$ cat config.mk
export PLATFORM = sky130hd
export DESIGN_NAME = blkerr_pair
export DESIGN_NICKNAME = d
export VERILOG_FILES = /design/src/rtl/blkerr_pkg.sv /design/src/rtl/blkerr_step.sv /design/src/rtl/blkerr_lane.sv /design/src/rtl/blkerr_pair.sv
export SDC_FILE = /design/constraint.sdc
export NUM_CORES = 1
export LEC_CHECK = 0
export BUFFER_PORTS_ARGS = -buffer_cell sky130_fd_sc_hd__buf_2
export CAP_MARGIN = 25
export CORE_MARGIN = 4
export CORE_UTILIZATION = 40
export CTS_CLUSTER_SIZE = 20
export DETAILED_ROUTE_END_ITERATION = 8
export PLACE_DENSITY = 0.59
export SETUP_SLACK_MARGIN = 0.3
export SLEW_MARGIN = 20
export SYNTH_ARGS = -nofsm -noshare
export SYNTH_HDL_FRONTEND = slang
export SYNTH_HIERARCHICAL = 1
export SYNTH_SLANG_ARGS = --single-unit
export TNS_END_PERCENT = 5
$ cat constraint.sdc
create_clock -name clk -period 1.7 [get_ports clk]
set_input_delay 0.17 -clock clk [delete_from_list [all_inputs] [get_ports clk]]
set_output_delay 0.17 -clock clk [all_outputs]
set_load 0.05 [all_outputs]
$ cat src/rtl/blkerr_pkg.sv
package blkerr_pkg;

  // Behaviour of a tally that receives a pulse while at full scale
  typedef enum logic {
    FULL_HOLD = 1'b0,
    FULL_WRAP = 1'b1
  } full_policy_e;

  // Lane indices inside the pair
  localparam int unsigned LANE_FAR  = 0;
  localparam int unsigned LANE_NEAR = 1;
  localparam int unsigned LANE_CNT  = 2;

endpackage

$ cat src/rtl/blkerr_step.sv
// Next-value logic for one error tally.
module blkerr_step
  import blkerr_pkg::*;
#(
  parameter int unsigned WIDTH = 8
) (
  input  logic [WIDTH-1:0] cur,
  input  logic             hit,
  input  logic             zap,
  input  full_policy_e     policy,
  output logic [WIDTH-1:0] nxt
);

  localparam logic [WIDTH-1:0] ZERO = '0;
  localparam logic [WIDTH-1:0] ONE  = {{(WIDTH-1){1'b0}}, 1'b1};
  localparam logic [WIDTH-1:0] FULL = '1;

  logic at_full;
  assign at_full = (cur == FULL);

  always_comb begin
    nxt = cur;
    if (zap) begin
      // a pulse arriving alongside the clear is the first of the new tally
      nxt = hit ? ONE : ZERO;
    end else if (hit) begin
      if (!at_full) begin
        nxt = cur + ONE;
      end else if (policy == FULL_WRAP) begin
        nxt = ZERO;
      end else begin
        nxt = FULL;
      end
    end
  end

endmodule

$ cat src/rtl/blkerr_lane.sv
// One registered error tally.
module blkerr_lane
  import blkerr_pkg::*;
#(
  parameter int unsigned WIDTH = 8
) (
  input  logic             clk,
  input  logic             rst,
  input  logic             hit,
  input  logic             zap,
  input  full_policy_e     policy,
  output logic [WIDTH-1:0] count
);

  logic [WIDTH-1:0] count_q;
  logic [WIDTH-1:0] count_d;

  blkerr_step #(.WIDTH(WIDTH)) u_step (
    .cur    (count_q),
    .hit    (hit),
    .zap    (zap),
    .policy (policy),
    .nxt    (count_d)
  );

  always_ff @(posedge clk) begin
    if (rst) count_q <= '0;
    else     count_q <= count_d;
  end

  assign count = count_q;

endmodule

$ cat src/rtl/blkerr_pair.sv
// Far-end / near-end block error counter pair.
module blkerr_pair
  import blkerr_pkg::*;
#(
  parameter int unsigned WIDTH = 8
) (
  input  logic             clk,
  input  logic             rst,
  input  logic             rollover_en,
  input  logic             fe_err,
  input  logic             fe_clr,
  input  logic             ne_err,
  input  logic             ne_clr,
  output logic [WIDTH-1:0] fe_count,
  output logic [WIDTH-1:0] ne_count
);

  full_policy_e            policy;
  logic [LANE_CNT-1:0]     hit_v;
  logic [LANE_CNT-1:0]     zap_v;
  logic [WIDTH-1:0]        cnt_v [LANE_CNT];

  assign policy = rollover_en ? FULL_WRAP : FULL_HOLD;

  assign hit_v[LANE_FAR]  = fe_err;
  assign hit_v[LANE_NEAR] = ne_err;
  assign zap_v[LANE_FAR]  = fe_clr;
  assign zap_v[LANE_NEAR] = ne_clr;

  for (genvar g = 0; g < LANE_CNT; g++) begin : g_lane
    blkerr_lane #(.WIDTH(WIDTH)) u_lane (
      .clk    (clk),
      .rst    (rst),
      .hit    (hit_v[g]),
      .zap    (zap_v[g]),
      .policy (policy),
      .count  (cnt_v[g])
    );
  end

  assign fe_count = cnt_v[LANE_FAR];
  assign ne_count = cnt_v[LANE_NEAR];

endmodule

==> metrics.yaml, run 1 <==
status: "complete, no violations"
dp.final_hpwl_um: 1718
core_um2: 2276
worstPathRequired_ns: 1.93
grt_pass1_wl_um: 4071
nets: 163
crit_path_start: "g_lane[0].u_lane/count[0]"
async_reset_ff_share_pct: 0
multi_input_area_um2: 678.2
clkSlewWorstSetupHoldPaths_ns: 0.09
clock_path_buffers: 2
synthFlopType: "dfxtp_1"
dr.pass1.iters: 4
netlist_area_um2: 983.4
cp_slowest_cell: "or3_4"
finalNonFillerCells: 180
first_iter_violations: 23
yosys.cell_types.count: 25
largest_register_ffs: 16
area_delta_synth_final_pct: 30.79
finalMaxSlewViolations: 0
netlist_instances: 120
cts.htree.levels: 1
r2r_cells: 5
die_h_um: 57.59
hold_slack_ns: 0.2356
ys_warn_count: 6
drc: 0
finalCriticalPeriod_ns: 1.521
initial_utilization_pct: 43.21
route.met3.wl_um: 93
postRouteWirelength_um: 2527
highest_layer: "met4"
vias_per_cell: 5.467
wl_met1_um: 1314
antenna_cells: 0
cp_cell_sequence: "ha_4 -> nand4_4 -> or3_4 -> a311oi_2 -> nor2b_1"
placedCellCount: 168
ios: 23
hold_class: "in -> reg"
finalWeightedCongestion: 0.8171
cts_sinks: 16
drive_gt1_share_pct: 42.11
rsz0062_at_grt: "true"
reg2reg_from: "g_lane[0].u_lane/count[0]"
power_uw: 688.0
cap_violations: 0
synth_top_area_share_pct: 32.57
finClkSkew_ns: 0.0003839
cts_tree: "yes"
nFillCells: 222
crit_end: "g_lane[0].u_lane/count[1]"
hold_viol_final: 0
cp.arrival_ns: 1.75
final-setup-viol-count: 0
cts_buffers: 3
setup_tns_ns: 0
syn-num-nets: 129
synth-edff-count: 0
wl_per_cell_um: 14.04
fin_util_pct: 56.51
core.rowCount: 17
dieArea_um2: 3316
p_leak_uw: 0.0005439
fmaxAchievable_ghz: 0.6576
overflow: 0
clkLatencyLatePin_ns: 0.29
powerDensity_nw_per_um2: 534.9
syn_avg_cell_area_um2: 8.195
grtUsageTotal_pct: 15.68
dr_wl_met2_um: 1070
grt_max_degree: 17
max_stage_delay_ns: 0.42
cp_max_fo: 6
first_global_vias: 893
seq_area_frac_synth_pct: 32.57
vias: 984
synthTopCellsByArea: "dfxtp_1, nor2b_1, nor2_1, nand4_4, nand3_1"
vdd_drop_max_mv: 0.3319
clk_root_buffer_cell: "clkbuf_4"
worst_setup_path_end_kind: "flip-flop"
timing.final.crit_share_pct: 89.45
r2r_slack_ns: 0.18
max_slew_margin_pct: 75.19
worst_setup_path_start_kind: "flip-flop"
dieWidth_um: 57.59
worst_pin_slew_ns: 0.3693
yosys.area.top_type: "dfxtp_1"
r2r-end: "g_lane[0].u_lane/count[1]"
port-buffer-count: 22
ys_seq_elements: 16
seqCellArea_um2: 350.3
path_class: "reg -> reg"
final_antenna_net_count: 0
antenna_found_initial: 0
## worst max-delay path: cells and delay by family (launching register included)
family,cells,cell delay (ns)
simple gates,3,0.69
flops,1,0.38
compound gates,1,0.24
fa+ha+maj,1,0.15
## through the flow
step / cell area [um^2] / worst slack [ns]
6_report: 1286 / 0.1794
5_1_grt: 1286 / 0.08976
4_1_cts: 1251 / 0.1747
3_5_place_dp: 1176 / 0.1494
3_3_place_gp: 1176 / 0.1980
2_1_floorplan: 1039 / 0.1063
## metal layers
metal / vias to the layer above / track usage, %
li1: 512 / -
met1: 443 / 22.67
met2: 24 / 22.42
met3: 5 / 2.262
met4: 0 / 7.616
met5: - / 0
## cells in the final DEF, fill, tap and decap left out, drive strengths merged
cell      n
nand3     8
buf      31
and2b     2
a41oi     2
a311oi    4
mux2      2
ha        2
inv       6
a31oi     4
o21a      2
a211o     2
clkbuf    3
or3       2
nor2b    18
a21oi     4
nor2     12
nand4     2
a31o      2
nand2     6
nor3      6
and4      2
o2111ai   2
dfxtp    16
o21ai    12
## worst min-delay path by stage
stage,to,from,slack (ns),depth (start not counted)
floorplan,g_lane[0].u_lane/count[0],rst,0.23,1
global placement,g_lane[1].u_lane/count[1],ne_clr,0.54,3
detailed placement,g_lane[1].u_lane/count[1],ne_clr,0.54,3
CTS,g_lane[1].u_lane/count[1],ne_clr,0.22,3
global route,g_lane[1].u_lane/count[1],ne_clr,0.24,3
finish,g_lane[1].u_lane/count[1],ne_clr,0.24,3
## synth_stat cells (4+ instances only)
library cell	number
a31oi_1	4
nand3_1	8
inv_1	6
nand2_1	6
nor2_1	12
a21oi_1	4
o21ai_1	6
nor2b_1	18
dfxtp_1	16
nor3_1	6
o21ai_0	6
## where the power goes
group | leakage [uW] | switching, uW | internal (uW)
combinational | 0.000392 | 65.5 | 35.0
sequential | 0.000138 | 6.70 | 377
clock | 0.0000138 | 121 | 82.4
total | 0.000544 | 193 | 495
## layout make-up
| cell class | count | share of cell area [%] |
|---|---|---|
| clock buffers | 3 | 1.751 |
| inverters | 6 | 1.751 |
| multi-input cells | 96 | 52.72 |
| flip-flops and latches | 16 | 27.24 |
| well taps | 28 | 2.724 |
| repair buffers | 31 | 13.81 |
## timing repair
item,CTS,global route
buffers inserted,7,2
resized for setup,0,6
endpoints found under the setup margin,15,16
pin swaps,5,2
hold buffers,0,0
## cell families after synthesis
| family | Yosys count | synth area share, % |
|---|---|---|
| simple gates | 58 | 35.37 |
| compound gates | 34 | 24.17 |
| flops | 16 | 32.57 |
| buf+inv | 8 | 3.054 |
| mux | 2 | 2.290 |
| fa+ha+maj | 2 | 2.544 |
Power figures use the tool's default switching activity.
==> inputs of run 2 (changes only) <==
CELL_PAD_IN_SITES_DETAIL_PLACEMENT = 0   (was default)
CELL_PAD_IN_SITES_GLOBAL_PLACEMENT = 1   (was default)
CORE_UTILIZATION = 38   (was 40)
PLACE_DENSITY = 0.74   (was 0.59)
==> metrics.yaml, run 2 (synthesized netlist as in run 1, its figures left out) <==
finalNonFillerCells: 182  # +1.1%
clkLatencyLatePin_ns: 0.28  # about the same
rsz0062_at_grt: "true"
ios: 23  # unchanged
min_to: "g_lane[0].u_lane/count[1]"
final_antenna_net_count: 0  # unchanged
vdd_drop_max_mv: 0.5686  # +71%
r2r_cells: 5  # unchanged
sw_frac_of_total_pct: 27.22  # -0.85 points
dr.pass1.iters: 4  # unchanged
vias_per_cell: 5.341  # -2.3%
die_h_um: 58.87  # +2.2%
hold_slack_ns: 0.2550  # +0.01933 ns
r2r-end: "g_lane[1].u_lane/count[1]"
clkSlewWorstSetupHoldPaths_ns: 0.09  # about the same
wl_per_cell_um: 13.92  # -0.82%
hp-start: "fe_clr"
p_int_uw: 498.3  # +0.69%
dpl_cell_area_um2: 1179  # +0.21%
largest_register_ffs: 16  # unchanged
reg2reg_from: "g_lane[1].u_lane/count[1]"
power.switching_uw: 186.4  # -3.5%
cts.htree.levels: 1  # unchanged
power_frac_comb_pct: 15.0  # +0.4 points
timing.final.crit_share_pct: 89.44  # about the same
vias: 972  # -1.2%
hold_class: "in -> reg"
hold_viol_final: 0  # unchanged
first_global_vias: 939  # +5.2%
antenna_cells: 0  # unchanged
path_class: "reg -> reg"
drive_gt1_share_pct: 40.79  # -1.3 points
max_slew_margin_pct: 74.53  # -0.66 points
grtUsageTotal_pct: 16.43  # +0.75 points
grt_max_degree: 17  # unchanged
postRouteWirelength_um: 2534  # +0.28%
final_cell_mix: "buf_2, nor2b_1, dfxtp_2, nor2_1"
first_iter_violations: 27  # +17%
finalMaxSlewViolations: 0  # unchanged
finClkSkew_ns: 0.0009240  # +0.0005401 ns
finalWeightedCongestion: 0.7962  # -2.6%
clock_path_buffers: 2  # unchanged
placedCellCount: 170  # +1.2%
final-setup-viol-count: 0  # unchanged
dieWidth_um: 58.87  # +2.2%
holdBufCountCts: 0  # unchanged
cp_max_fo: 6  # unchanged
cts_buffers: 3  # unchanged
cts_sinks: 16  # unchanged
dp.final_hpwl_um: 1805  # +5.1%
overflow: 0  # unchanged
status: "complete, no violations"
worstPathRequired_ns: 1.92  # about the same
area_delta_synth_final_pct: 30.66  # about the same
initial_utilization_pct: 39.70  # -3.5 points
core_um2: 2477  # +8.9%
port-buffer-count: 22  # unchanged
setup_tns_ns: 0  # unchanged
p_clk_share_pct: 29.0  # -0.6 points
antenna_found_initial: 0  # unchanged
core.rowCount: 18  # +1
powerDensity_nw_per_um2: 532.8  # -0.39%
dieArea_um2: 3466  # +4.5%
drc: 0  # unchanged
finalCriticalPeriod_ns: 1.521  # -0.00009500 ns
nets: 162  # -0.61%
min_path_cells: 3  # unchanged
clk_root_buffer_cell: "clkbuf_4"
cts_tree: "yes"
p_leak_uw: 0.0005433  # -0.11%
fin_util_pct: 51.87  # -4.6 points
postLayoutCellArea_um2: 1285  # about the same
cap_violations: 0  # unchanged
r2r_slack_ns: 0.18  # about the same
fmaxAchievable_ghz: 0.6577  # about the same
worst_pin_slew_ns: 0.3792  # +0.009871 ns
cp.arrival_ns: 1.74  # about the same
seqPwrFrac_pct: 56.0  # +0.2 points
grt_pass1_wl_um: 4367  # +7.3%
worst_setup_path_end_kind: "flip-flop"
layout_commonest_cell: "buf_2"
worst_setup_path_start_kind: "flip-flop"
## run 2: power by group through the flow
stage | clock [uW] | sequential [uW] | combinational, uW
global route | 230 | 385 | 111
floorplan | 0 | 415 | 34.4
finish | 198 | 384 | 103
CTS | 217 | 384 | 100
global placement | 0 | 396 | 85.8
detailed placement | 0 | 397 | 86.7
## run 2: what timing repair did
item | CTS | global route
resized for setup | 1 | 4
endpoints found under the setup margin | 16 | 16
pin swaps | 5 | 2
buffers inserted | 7 | 1
## run 2: critical path, stage by stage (launching register included)
cell and delay [ns]:
dfxtp_4 0.37, ha_4 0.15, nand4_4 0.11, or3_4 0.43
a311oi_2 0.25, nor2b_1 0.15
## run 2: final cells by class
cell class                 instances  area [um^2]
fill                             270         1192
multi-input combinational         96        678.2
sequential                        16        350.3
timing repair buffer              30        170.2
tap                               30        37.54
clock buffer                       3        22.52
inverter                           6        22.52
clock inverter                     1        3.754
## run 2: how the worst max path moves through the flow
stage	start	endpoint	slack (ns)	depth (start not counted)
final	g_lane[1].u_lane/count[1]	g_lane[1].u_lane/count[1]	0.18	5
after detailed placement	g_lane[0].u_lane/count[0]	g_lane[0].u_lane/count[0]	0.12	6
after CTS	g_lane[1].u_lane/count[1]	g_lane[1].u_lane/count[1]	0.18	5
after global routing	g_lane[1].u_lane/count[1]	g_lane[1].u_lane/count[2]	0.11	6
after floorplan	g_lane[0].u_lane/count[1]	g_lane[0].u_lane/count[1]	0.11	5
after global placement	g_lane[1].u_lane/count[0]	g_lane[1].u_lane/count[1]	0.20	5
## run 2: through the flow
stage | total power, uW | setup slack, ns
5_1_grt | 725.1 | 0.1131
4_1_cts | 700.6 | 0.1783
6_report | 684.7 | 0.1795
3_5_place_dp | 484.1 | 0.1218
3_3_place_gp | 481.4 | 0.1985
2_1_floorplan | 449.5 | 0.1063
## run 2: metal layers
| layer | part of all wire [%] | GRT usage, % | wire length [um] |
|---|---|---|---|
| met1 | 54 | 23.83 | 1363 |
| met2 | 42 | 24.61 | 1064 |
| met3 | 3.6 | 3.947 | 91 |
| met4 | 0.55 | 3.560 | 14 |
| met5 | 0 | 0 | 0 |
==> inputs of run 3 (changes only) <==
CORE_UTILIZATION = 28   (was 38)
PLACE_DENSITY = 0.57   (was 0.74)
==> metrics.yaml, run 3 (synthesized netlist as in run 1, its figures left out) <==
grtUsageTotal_pct: 13.51  # -2.9 points
crit_buf_inv: 0  # unchanged
worstPathRequired_ns: 1.92  # about the same
cts_sinks: 16  # unchanged
finalCriticalPeriod_ns: 1.537  # +0.01688 ns
final-setup-viol-count: 0  # unchanged
cap_violations: 0  # unchanged
clk_root_buffer_cell: "clkbuf_4"
finalMaxSlewViolations: 0  # unchanged
clkSlewWorstSetupHoldPaths_ns: 0.09  # about the same
area_delta_synth_final_pct: 37.91
hold_slack_ns: 0.2531  # -0.001848 ns
hold_class: "in -> reg"
p_leak_uw: 0.0005679  # +4.5%
r2r_cells: 5  # unchanged
route.met3.wl_um: 88  # -3.3%
antenna_found_initial: 0  # unchanged
dieArea_um2: 4525  # +31%
wl_met1_um: 1428  # +4.8%
clock_path_buffers: 2  # unchanged
layout_commonest_cell: "buf_2"
rsz0062_at_grt: "true"
vias_per_cell: 4.865  # -8.9%
max_slew_margin_pct: 74.84  # +0.31 points
drive_gt1_share_pct: 44.16  # +3.4 points
hold_viol_final: 0  # unchanged
min_path_cells: 3  # unchanged
worst_pin_slew_ns: 0.3745  # -0.004652 ns
final_antenna_net_count: 0  # unchanged
fin_util_pct: 40.33  # -12 points
overflow: 0  # unchanged
nFillCells: 377  # +40%
cts.htree.levels: 1  # unchanged
largest_register_ffs: 16  # unchanged
first_iter_violations: 34  # +26%
worst_setup_path_end_kind: "flip-flop"
core_um2: 3363  # +36%
finClkSkew_ns: 0.01191  # +0.01099 ns
dp.final_hpwl_um: 1934  # +7.2%
cp_top_family: "simple AND/OR/NAND/NOR gates"
cts_tree: "yes"
cp.arrival_ns: 1.76  # +0.02 ns
vias: 973  # +0.10%
setup_tns_ns: 0  # unchanged
drc: 0  # unchanged
clkLatencyLatePin_ns: 0.29  # about the same
dr.pass1.iters: 4  # unchanged
grt_max_degree: 17  # unchanged
initial_utilization_pct: 29.24  # -10 points
core.rowCount: 21  # +3
highest_layer: "met4"
ios: 23  # unchanged
cp_max_fo: 6  # unchanged
max_stage_delay_ns: 0.44  # about the same
cp_cell_sequence: "ha_4 -> nand4_4 -> or3_4 -> a311oi_2 -> nor2b_2"
final_cell_mix: "buf_2, nor2b_1, dfxtp_2"
die_h_um: 67.27  # +14%
power_uw: 738.3  # +7.8%
port-buffer-count: 22  # unchanged
dr_wl_met2_um: 1177  # +11%
antenna_cells: 0  # unchanged
vdd_drop_max_mv: 0.3679  # -35%
cp_slowest_cell: "or3_4"
cts_buffers: 3  # unchanged
worst_setup_path_start_kind: "flip-flop"
finalWeightedCongestion: 0.7819  # -1.8%
grt_pass1_wl_um: 4560  # +4.4%
status: "complete, no violations"
wl_per_cell_um: 13.59  # -2.4%
powerDensity_nw_per_um2: 544.3  # +2.2%
dieWidth_um: 67.27  # +14%
first_global_vias: 903  # -3.8%
path_class: "reg -> reg"
crit_cells: 5  # unchanged
holdBufCountCts: 0  # unchanged
timing.final.crit_share_pct: 90.44  # +0.99 points
postRouteWirelength_um: 2717  # +7.2%
nets: 164  # +1.2%
fmaxAchievable_ghz: 0.6504  # -1.1%
run 3: worst paths after layout:
kind | slack [ns] | endpoint | from
setup / recovery | 0.16 | g_lane[1].u_lane/count[1] | g_lane[1].u_lane/count[0]
setup reg to reg | 0.16 | g_lane[1].u_lane/count[1] | g_lane[1].u_lane/count[0]
hold reg to reg | 0.58 | g_lane[0].u_lane/count[6] | g_lane[0].u_lane/count[6]
hold / removal | 0.25 | g_lane[0].u_lane/count[1] | fe_clr
run 3: report_power, final:
| group | internal [uW] | switching (uW) |
|---|---|---|
| clock network | 130 | 125 |
| logic | 33.1 | 64.9 |
| registers | 378 | 7.74 |
run 3: metrics by stage:
stage	std cells	cell area [um^2]	worst slack (ns)
2_1_floorplan	120	1039	0.1063
3_3_place_gp	186	1199	0.09701
3_5_place_dp	186	1199	0.1242
4_1_cts	198	1308	0.1443
5_1_grt	200	1356	0.06374
6_report	200	1356	0.1626
run 3: layout make-up:
cell class | instances | area, um^2 | area share [%]
timing repair buffer | 32 | 201.4 | 14.85
clock buffer | 4 | 36.28 | 2.675
sequential | 16 | 350.3 | 25.83
tap | 46 | 57.56 | 4.244
multi-input combinational | 96 | 688.2 | 50.74
inverter | 6 | 22.52 | 1.661
run 3: repair_timing:
item                                    4_1_cts  5_1_grt
buffers inserted                              8        2
endpoints found under the setup margin       15       16
pin swaps                                     6        5
resized for setup                             0        9
run 3: worst reg2reg max path: stages, from the launching register on:
cell and delay [ns]:
dfxtp_4 0.39, ha_4 0.16, nand4_4 0.10, or3_4 0.44
a311oi_2 0.23, nor2b_2 0.17
run 3: layer usage:
| layer | global-route usage (%) | up-vias |
|---|---|---|
| li1 | - | 512 |
| met1 | 18.37 | 446 |
| met2 | 20.49 | 13 |
| met3 | 4.160 | 2 |
| met4 | 3.797 | 0 |
| met5 | 0 | - |
